[src/rtl/duty_pkg.sv]
package duty_pkg;
  typedef enum logic [1:0] {
    LD_WRITE = 2'd0,
    LD_EVENT = 2'd1,
    LD_AUTO  = 2'd2,
    LD_AUTO2 = 2'd3
  } ld_mode_e;

  typedef enum logic [1:0] {
    RA_ON   = 2'd0,
    RA_OFF  = 2'd1,
    RA_CTRL = 2'd2,
    RA_STAT = 2'd3
  } reg_addr_e;

  localparam int CTRL_EN   = 0;
  localparam int CTRL_MODE = 1;
  localparam int CTRL_MASK = 3;
  localparam int NUM_STAT  = 2;
endpackage

[src/rtl/duty_regs.sv]
module duty_regs
  import duty_pkg::*;
#(
  parameter int CNT_W = 16
) (
  input  logic                clk,
  input  logic                rst_n,
  input  logic                wr_en,
  input  logic [1:0]          wr_addr,
  input  logic [CNT_W-1:0]    wr_data,
  input  logic                set_on,
  input  logic                set_off,
  output logic [CNT_W-1:0]    on_dur,
  output logic [CNT_W-1:0]    off_dur,
  output logic                en,
  output ld_mode_e            mode,
  output logic                mask,
  output logic [NUM_STAT-1:0] status,
  output logic                on_wr,
  output logic                off_wr,
  output logic                ctrl_wr
);
  logic                stat_wr;
  logic [NUM_STAT-1:0] set_vec;
  logic [NUM_STAT-1:0] status_d;

  always_comb begin
    on_wr   = wr_en && (wr_addr == RA_ON);
    off_wr  = wr_en && (wr_addr == RA_OFF);
    ctrl_wr = wr_en && (wr_addr == RA_CTRL);
    stat_wr = wr_en && (wr_addr == RA_STAT);
    set_vec = {set_off, set_on};
  end

  for (genvar i = 0; i < NUM_STAT; i++) begin : g_stat
    always_comb begin
      status_d[i] = status[i];
      if (stat_wr && wr_data[i]) status_d[i] = 1'b0;
      if (set_vec[i])            status_d[i] = 1'b1;
    end
  end

  always_ff @(posedge clk or negedge rst_n) begin
    if (!rst_n) begin
      on_dur  <= '0;
      off_dur <= '0;
    end else begin
      if (on_wr)  on_dur  <= wr_data;
      if (off_wr) off_dur <= wr_data;
    end
  end

  always_ff @(posedge clk or negedge rst_n) begin
    if (!rst_n) begin
      en   <= 1'b0;
      mode <= LD_WRITE;
      mask <= 1'b0;
    end else if (ctrl_wr) begin
      en   <= wr_data[CTRL_EN];
      mode <= ld_mode_e'(wr_data[CTRL_MODE +: 2]);
      mask <= wr_data[CTRL_MASK];
    end
  end

  always_ff @(posedge clk or negedge rst_n) begin
    if (!rst_n) status <= '0;
    else        status <= status_d;
  end
endmodule

[src/rtl/duty_counter.sv]
module duty_counter
  import duty_pkg::*;
#(
  parameter int CNT_W = 16
) (
  input  logic             clk,
  input  logic             rst_n,
  input  logic             en,
  input  ld_mode_e         mode,
  input  logic [CNT_W-1:0] on_dur,
  input  logic [CNT_W-1:0] off_dur,
  input  logic             on_wr,
  input  logic             off_wr,
  input  logic             ctrl_wr,
  input  logic [CNT_W-1:0] wr_data,
  input  logic             wake_in,
  input  logic             sleep_in,
  output logic [CNT_W-1:0] cnt,
  output logic             phase_on,
  output logic             on_exp,
  output logic             off_exp,
  output logic             wake_pulse
);
  localparam logic [CNT_W-1:0] ONE = CNT_W'(1);

  logic [CNT_W-1:0] cnt_d;
  logic             phase_d;
  logic             expire;
  logic             loaded;
  logic             auto_md;

  function automatic logic [CNT_W-1:0] eff(input logic [CNT_W-1:0] d);
    return (d == '0) ? ONE : d;
  endfunction

  always_comb begin
    expire  = en && (cnt == ONE);
    on_exp  = expire && phase_on;
    off_exp = expire && !phase_on;
    auto_md = (mode == LD_AUTO) || (mode == LD_AUTO2);
    cnt_d   = cnt;
    phase_d = phase_on;
    loaded  = 1'b0;
    if (ctrl_wr && !wr_data[CTRL_EN]) begin
      cnt_d   = '0;
      phase_d = 1'b1;
    end else if (ctrl_wr && !en) begin
      cnt_d   = eff(on_dur);
      phase_d = 1'b1;
    end else if (!en) begin
      cnt_d = '0;
    end else begin
      case (mode)
        LD_WRITE: begin
          if (on_wr && phase_on) begin
            cnt_d  = eff(wr_data);
            loaded = 1'b1;
          end else if (off_wr && !phase_on) begin
            cnt_d  = eff(wr_data);
            loaded = 1'b1;
          end
        end
        LD_EVENT: begin
          if (wake_in) begin
            cnt_d   = eff(on_dur);
            phase_d = 1'b1;
            loaded  = 1'b1;
          end else if (sleep_in) begin
            cnt_d   = eff(off_dur);
            phase_d = 1'b0;
            loaded  = 1'b1;
          end
        end
        default: ;
      endcase
      if (!loaded) begin
        if (expire) begin
          if (auto_md) begin
            phase_d = !phase_on;
            cnt_d   = phase_on ? eff(off_dur) : eff(on_dur);
          end else begin
            cnt_d = '0;
          end
        end else if (cnt != '0) begin
          cnt_d = cnt - ONE;
        end
      end
    end
  end

  always_ff @(posedge clk or negedge rst_n) begin
    if (!rst_n) begin
      cnt        <= '0;
      phase_on   <= 1'b1;
      wake_pulse <= 1'b0;
    end else begin
      cnt        <= cnt_d;
      phase_on   <= phase_d;
      wake_pulse <= off_exp;
    end
  end
endmodule

[src/rtl/duty_event_gen.sv]
module duty_event_gen
  import duty_pkg::*;
#(
  parameter int CNT_W = 16
) (
  input  logic             clk,
  input  logic             rst_n,
  input  logic             wr_en,
  input  logic [1:0]       wr_addr,
  input  logic [CNT_W-1:0] wr_data,
  input  logic             wake_in,
  input  logic             sleep_in,
  output logic             irq_o,
  output logic             wake_req_o,
  output logic             phase_o,
  output logic [1:0]       stat_o
);
  logic [CNT_W-1:0]    on_dur;
  logic [CNT_W-1:0]    off_dur;
  logic                en_q;
  ld_mode_e            mode_q;
  logic                mask_q;
  logic [NUM_STAT-1:0] status;
  logic                on_wr;
  logic                off_wr;
  logic                ctrl_wr;
  logic [CNT_W-1:0]    cnt_q;
  logic                phase_q;
  logic                on_exp;
  logic                off_exp;
  logic                wake_pulse;

  duty_regs #(.CNT_W(CNT_W)) u_regs (
    .clk     (clk),
    .rst_n   (rst_n),
    .wr_en   (wr_en),
    .wr_addr (wr_addr),
    .wr_data (wr_data),
    .set_on  (on_exp),
    .set_off (off_exp),
    .on_dur  (on_dur),
    .off_dur (off_dur),
    .en      (en_q),
    .mode    (mode_q),
    .mask    (mask_q),
    .status  (status),
    .on_wr   (on_wr),
    .off_wr  (off_wr),
    .ctrl_wr (ctrl_wr)
  );

  duty_counter #(.CNT_W(CNT_W)) u_cnt (
    .clk        (clk),
    .rst_n      (rst_n),
    .en         (en_q),
    .mode       (mode_q),
    .on_dur     (on_dur),
    .off_dur    (off_dur),
    .on_wr      (on_wr),
    .off_wr     (off_wr),
    .ctrl_wr    (ctrl_wr),
    .wr_data    (wr_data),
    .wake_in    (wake_in),
    .sleep_in   (sleep_in),
    .cnt        (cnt_q),
    .phase_on   (phase_q),
    .on_exp     (on_exp),
    .off_exp    (off_exp),
    .wake_pulse (wake_pulse)
  );

  always_comb begin
    irq_o      = status[0] && mask_q;
    wake_req_o = wake_pulse;
    phase_o    = en_q && phase_q;
    stat_o     = status;
  end
endmodule

[config.mk]
export PLATFORM = sky130hd
export DESIGN_NAME = duty_event_gen
export DESIGN_NICKNAME = d
export VERILOG_FILES = /design/src/rtl/duty_pkg.sv /design/src/rtl/duty_regs.sv /design/src/rtl/duty_counter.sv /design/src/rtl/duty_event_gen.sv
export SDC_FILE = /design/constraint.sdc
export NUM_CORES = 1
export LEC_CHECK = 0
export ABC_CLOCK_PERIOD_IN_PS = 2500
export BUFFER_PORTS_ARGS = -buffer_cell sky130_fd_sc_hd__buf_4
export CORE_MARGIN = 2
export CORE_UTILIZATION = 55
export DETAILED_ROUTE_END_ITERATION = 16
export HOLD_SLACK_MARGIN = 0.05
export MAX_ROUTING_LAYER = met4
export PLACE_DENSITY = 0.77
export SYNTH_ARGS = -nofsm -noshare
export SYNTH_HDL_FRONTEND = slang
export SYNTH_HIERARCHICAL = 1
export SYNTH_SLANG_ARGS = --single-unit
export TNS_END_PERCENT = 30
[constraint.sdc]
create_clock -name clk -period 2.5 [get_ports clk]
set_input_delay 0.5 -clock clk [delete_from_list [all_inputs] [get_ports clk]]
set_output_delay 0.5 -clock clk [all_outputs]
set_load 0.01 [all_outputs]
Word level (Yosys, flattened, before mapping)
Index checks and enable logic that the tools add are counted.
{"block": "totals", "regBits": 56, "latchBits": 0, "mem_bits_rw": 0, "romBits": 0, "elab_cells": 83, "n_memories": 0}
{"block": "op_classes", "addsub": 1, "multipliers": 0, "div_mod_pow": 0, "order_cmp": 0, "n_eq_ne": 7, "shifts": 0, "mux": 37, "bitwise_logic": 0, "reduce_logical": 28}
{"operator": "2-to-1 mux 16 bit", "n": 15}
{"operator": "logical NOT 16 bit", "n": 3}
{"operator": "one-hot mux 16 bit (2 select lines)", "n": 1}
{"operator": "2-to-1 mux 1 bit", "n": 20}
{"operator": "== test 16 x 1 -> 1 bit, second input constant", "n": 1}
{"operator": "nonzero test 16 bit", "n": 1}
{"operator": "subtractor 16 x 1 -> 16 bit, second input constant", "n": 1}
{"operator": "logical AND 1 bit", "n": 15}
{"operator": "== test 2 bit, second input constant", "n": 4}
{"operator": "== test 2 x 1 -> 1 bit, second input constant", "n": 2}
{"operator": "logical NOT 2 bit", "n": 2}
{"operator": "nonzero test 2 bit", "n": 2}
{"operator": "logical NOT 1 bit", "n": 3}
{"operator": "nonzero test 3 bit", "n": 1}
{"operator": "one-hot mux 1 bit (2 select lines)", "n": 1}
{"operator": "logical OR 1 bit", "n": 1}

Logic depth before layout (Yosys ltp)
{"block": "logic_depth", "word_depth": 13, "depth_mapped": 10, "ltp_nobuf": 8}

Hierarchy
The synthesis kept the hierarchy.
{"module": "duty_counter", "instances": 1, "cells_each": 320, "area_per_inst_um2": 2458.6, "seq_area_each_um2": 451.7}
{"module": "duty_regs", "instances": 1, "cells_each": 85, "area_per_inst_um2": 1453.9, "seq_area_each_um2": 950.9}
{"module": "duty_event_gen", "instances": 1, "cells_each": 2, "area_per_inst_um2": 12.5, "seq_area_each_um2": 0.0}

Worst setup path before layout
OpenSTA, ideal clock, no wires.
{"block": "synth_path", "path_kind": "input-to-reg", "start": "in wr_addr[1]", "end": "reg u_cnt.cnt[11]", "setup_time_ps": 99, "arrival_ps": 2504, "t_required_ps": 2401, "setup_slack_ps": -104, "cell_stages": 8, "n_path_buf": 1, "cell_sequence": "nand3b_2 clkbuf_8 inv_1 mux2i_2 a221oi_2 a41oi_2 or4_1 a311oi_1"}
{"block": "synth_between", "elab_chain_cells": 13, "elab_cells_between_ends": 25, "cone_classes": "2 x eq/ne; 15 x mux; 8 x reduce/logical"}
{"item": "start: declaration", "line": "duty_event_gen.sv:9", "rtl": "input logic [1:0] wr_addr,"}
{"item": "== test 2 x 1 -> 1 bit *", "line": "duty_regs.sv:29", "rtl": "off_wr = wr_en && (wr_addr == RA_OFF);"}
{"item": "logical AND 1 bit *", "line": "duty_regs.sv:29"}
{"item": "net off_wr", "line": "duty_event_gen.sv:25", "rtl": "logic off_wr;"}
{"item": "logical AND 1 bit *", "line": "duty_counter.sv:58", "rtl": "end else if (off_wr && !phase_on) begin"}
{"item": "2-to-1 mux 1 bit", "line": "duty_counter.sv:58"}
{"item": "2-to-1 mux 1 bit", "line": "duty_counter.sv:55", "rtl": "if (on_wr && phase_on) begin"}
{"item": "one-hot mux 1 bit (2 select lines)", "line": "duty_counter.sv:53", "rtl": "case (mode)"}
{"item": "2-to-1 mux 1 bit", "line": "duty_counter.sv:50", "rtl": "end else if (!en) begin"}
{"item": "2-to-1 mux 1 bit", "line": "duty_counter.sv:47", "rtl": "end else if (ctrl_wr && !en) begin"}
{"item": "2-to-1 mux 1 bit", "line": "duty_counter.sv:44", "rtl": "if (ctrl_wr && !wr_data[CTRL_EN]) begin"}
{"item": "2-to-1 mux 16 bit *", "line": "duty_counter.sv:76", "rtl": "if (!loaded) begin"}
{"item": "2-to-1 mux 16 bit *", "line": "duty_counter.sv:50"}
{"item": "2-to-1 mux 16 bit *", "line": "duty_counter.sv:47"}
{"item": "2-to-1 mux 16 bit *", "line": "duty_counter.sv:44"}
{"item": "net u_cnt.cnt_d[11]", "line": "duty_counter.sv:26", "rtl": "logic [CNT_W-1:0] cnt_d;"}
{"item": "end signal: assignment", "line": "duty_counter.sv:97", "rtl": "cnt <= cnt_d;"}
{"item": "end: declaration", "line": "duty_counter.sv:18", "rtl": "output logic [CNT_W-1:0] cnt,"}
Mark *: on every way through the listed nets, which the timed path passes. The rest lies on a longest branch. The select of a mux whose other input is x is not followed.
A chain may end at the register's enable or synchronous reset.

Worst setup path in the final report
{"block": "layout_path", "start": "reg u_cnt.cnt[10]", "end": "reg u_cnt.cnt[11]"}
{"block": "layout_between", "elab_chain_cells": 7, "elab_cells_between_ends": 10, "cone_classes": "1 x add/sub; 1 x eq/ne; 6 x mux; 2 x reduce/logical"}
{"item": "subtractor 16 x 1 -> 16 bit (tied with other cells)", "line": "duty_counter.sv:85", "rtl": "cnt_d = cnt - ONE;"}
{"item": "2-to-1 mux 16 bit / logical AND 1 bit (equally long branches)", "line": "duty_counter.sv:84, duty_counter.sv:37"}
{"item": "2-to-1 mux 16 bit *", "line": "duty_counter.sv:77", "rtl": "if (expire) begin"}
{"item": "2-to-1 mux 16 bit *", "line": "duty_counter.sv:76"}
{"item": "2-to-1 mux 16 bit *", "line": "duty_counter.sv:50"}
{"item": "2-to-1 mux 16 bit *", "line": "duty_counter.sv:47"}
{"item": "2-to-1 mux 16 bit *", "line": "duty_counter.sv:44"}
{"item": "net u_cnt.cnt_d[11]", "line": "duty_counter.sv:26"}
Mark *: on every way through the listed nets, which the timed path passes. The rest lies on a longest branch.

==> metrics.txt <==
Die W 88.5 um; MaxCap Viol Count 0; Max VDD drop between 0.0004 and 0.0005 V; Crit path arrival time 2.65 ns; first-pass detailed-route iteration total 5; Crit-path slowest cell or4_4; PostCTS Resize Cnt 0; layout cell share with drive strength beyond 1 between 30% and 40%; Slew HR 51.9%; Slew Viols, Final 0; Syn Std Cell Area ~0.0039 mm^2; Post-Synth Simple-Gate Area 19.5%; fmax 0.411 GHz; CTS Hold Bufs 0; Mapped Nets 433; worst skew pair latency 0.31 ns; die height 88.5 um; Core Util, Final 67.2%; Ys Warns 6; via count 3,819; synthesized area per cell 9.64 um^2; post-synthesis adder-cell area fraction 0.956%; num ports 28; CP Data Required Time 2.72 ns; Clock Path Buffers 2; gpl congestion 0.985; Iter 0 DRT Violations ~430; min-delay worst type primary input to asynchronous set/reset pin; Synth cell types 66; crit path launch type register; worst clock skew 0.0102 ns; overall power between 4 and 5 mW; Gate Count Post-Synth 407; Row Count 30; PortBufs 27; worst-path cell chain or4_4 > nor4_4 > a41oi_2 > or4_1 > a311oi_2; Leak between 1.5 and 2 nW; first-pass GRT wire length 21,300 um; drt drc 0; final hold viol count 0; antenna violations before repair 0; Clk pin slew, worst setup/hold paths around 0.10 ns; unrepaired setup endpoints after global routing false; Core Footprint 0.00683 mm^2; CTS Buf Count 5; nets 492; WP buf/inv 0; Setup Viol. Count Final 0; post-route ant nets 0; gr usage total 38.1%; total grt overflow 0; flops & latches, synth 56; critical path class register to register; Worst Max-Slew Pin Slew 0.721 ns; Main synth FF type dfrtp_1; Avg WL per Cell 23.9 um; postcts setup bufs 0; via-per-instance ratio 6.80; total die area 0.00783 mm^2; largest net degree at the start of global routing 57; post-synthesis mux area share 15.7%; final WL 13,400 um; number of global-route vias before repair 3,633; clk sink count 56; Starting Density 57.5%; cell family with most CP delay simple AND/OR/NAND/NOR gates; area of the multi-input gates around 0.0024 mm^2; sequential cell area fraction in the yosys report 35.7%; XOR/XNOR share of the synthesized area 2.68%; fillcell total 583; largest family of logic cells by synthesized area compound AO/OA/AOI/OAI gates; HPWL Detailed just over 10,000 um; FF+latch area 0.00140 mm^2; H-tree depth 2; Tcrit/Tclk final 97.3%; CP Capture Type register; Async SR Flop Fraction 100%; P&R area growth vs syn 17.0%; Antenna diodes 0; EDFF count, synth 0; fin crit period 2.43 ns; peak fanout along the critical path 5; CTS tree built; Root Driver clkbuf_8; Critical Path Max Stage Delay 0.59 ns; Pwr per Cell Area 968 mW/mm^2; status finished, final reports clean; post-synthesis compound-gate area fraction 19.8%
-- cells in the final DEF (no fill, tap or decap), drive strengths merged, types with 4 or more instances in the layout --
| master | count |
|---|---|
| or2 | 6 |
| nand2 | 26 |
| o22ai | 9 |
| or4 | 4 |
| a21o | 4 |
| nor2b | 5 |
| nand2b | 4 |
| a21oi | 20 |
| a221oi | 7 |
| inv | 14 |
| xnor2 | 8 |
| nor4 | 18 |
| nand3 | 5 |
| dfrtp | 55 |
| mux2i | 15 |
| xor2 | 4 |
| a22oi | 5 |
| o211ai | 5 |
| o221ai | 5 |
| nor3 | 12 |
| nor3b | 6 |
| o31ai | 4 |
| mux2 | 41 |
| nor2 | 29 |
| clkbuf | 5 |
| nand4 | 4 |
| o21ai | 25 |
| buf | 71 |
-- logic make-up after synthesis --
family,count (synthesis)
fa+ha+maj,3
flops,56
mux,56
xor+xnor,12
buf+inv,33
simple gates,136
compound gates,111
-- cell usage after synthesis (all sizes together) (3+ instances only) --
cell / n / area (um^2)
o32a: 3 / 31.3
nor3: 12 / 60.1
buf: 7 / 72.6
a221oi: 7 / 67.6
nor3b: 6 / 56.3
a2bb2oi: 3 / 26.3
a21o: 4 / 30.0
nor4: 18 / 128
or4: 4 / 33.8
o21ai: 25 / 125
o221ai: 5 / 43.8
nor2: 29 / 109
nand2b: 4 / 25.0
dfrtp: 55 / 1380
nand3b: 3 / 26.3
nand4: 4 / 25.0
a21oi: 20 / 100
nor2b: 5 / 31.3
and2: 3 / 18.8
mux2: 41 / 462
ha: 3 / 37.5
nand3: 5 / 25.0
o311ai: 3 / 26.3
inv: 14 / 52.6
xor2: 4 / 35.0
a22oi: 5 / 37.5
mux2i: 15 / 154
o22ai: 9 / 56.3
nand2: 26 / 100
xnor2: 8 / 70.1
o211ai: 5 / 37.5
a221o: 3 / 30.0
clkbuf: 12 / 95.1
or3b: 3 / 26.3
a41oi: 3 / 33.8
o31ai: 4 / 30.0
or2: 6 / 37.5
-- worst paths after layout --
kind	from	end	slack, ns	cells past startpoint
worst min register to register	u_regs/status[1]	u_regs/status[1]	0.50	1
max in group asynchronous	rst_n	u_regs/off_dur[11]	1.79	1
worst max-delay path	u_cnt/cnt[10]	u_cnt/cnt[11]	0.07	5
worst min-delay path	rst_n	u_regs/off_dur[4]	0.24	1
min in group clk	wr_data[10]	u_regs/on_dur[10]	0.45	2
worst max register to register	u_cnt/cnt[10]	u_cnt/cnt[11]	0.07	5
-- per-layer routing --
| metal | vias to the layer above | wire, um | track usage [%] |
|---|---|---|---|
| li1 | 1673 | - | - |
| met1 | 1863 | 5780 | 55.0 |
| met2 | 249 | 5880 | 54.9 |
| met3 | 34 | 1250 | 5.32 |
| met4 | 0 | 529 | 13.8 |
| met5 | - | 0 | - |
-- per-stage QoR --
| step | TNS (ns) | cell area (um^2) | setup WS (ns) | instances | hold WS (ns) |
|---|---|---|---|---|---|
| after floorplan | 0 | 3950 | 0.0120 | 407 | 0.204 |
| after global placement | 0 | 4440 | 0.0939 | 555 | 0.466 |
| after detailed placement | -0.0410 | 4440 | -0.0410 | 555 | 0.479 |
| after CTS | 0 | 4570 | 0.0484 | 562 | 0.262 |
| after global routing | 0 | 4590 | 0.0218 | 562 | 0.293 |
| final | 0 | 4590 | 0.0677 | 562 | 0.237 |
-- layout make-up --
| class | instances | area share [%] |
|---|---|---|
| inverters | 14 | 1.14 |
| flip-flops and latches | 56 | 30.5 |
| repair buffers | 71 | 11.6 |
| well taps | 96 | 2.62 |
| clock buffers | 5 | 1.50 |
| multi-input cells | 318 | 51.3 |
| clock inverters | 2 | 1.31 |
-- state kept, by name (all words and copies together), names as in the netlist --
register / count
u_cnt/cnt: 16
u_cnt/phase_on: 1
u_cnt/wake_pulse: 1
u_regs/en: 1
u_regs/mask: 1
u_regs/mode: 2
u_regs/off_dur: 16
u_regs/on_dur: 16
u_regs/status: 2
-- report_power, final --
group | internal, mW | switching (mW) | total, mW
Sequential | 1.14 | 0.334 | 1.47
Clock | 0.395 | 0.302 | 0.696
Combinational | 1.07 | 1.20 | 2.27
Power figures use the tool's default switching activity.
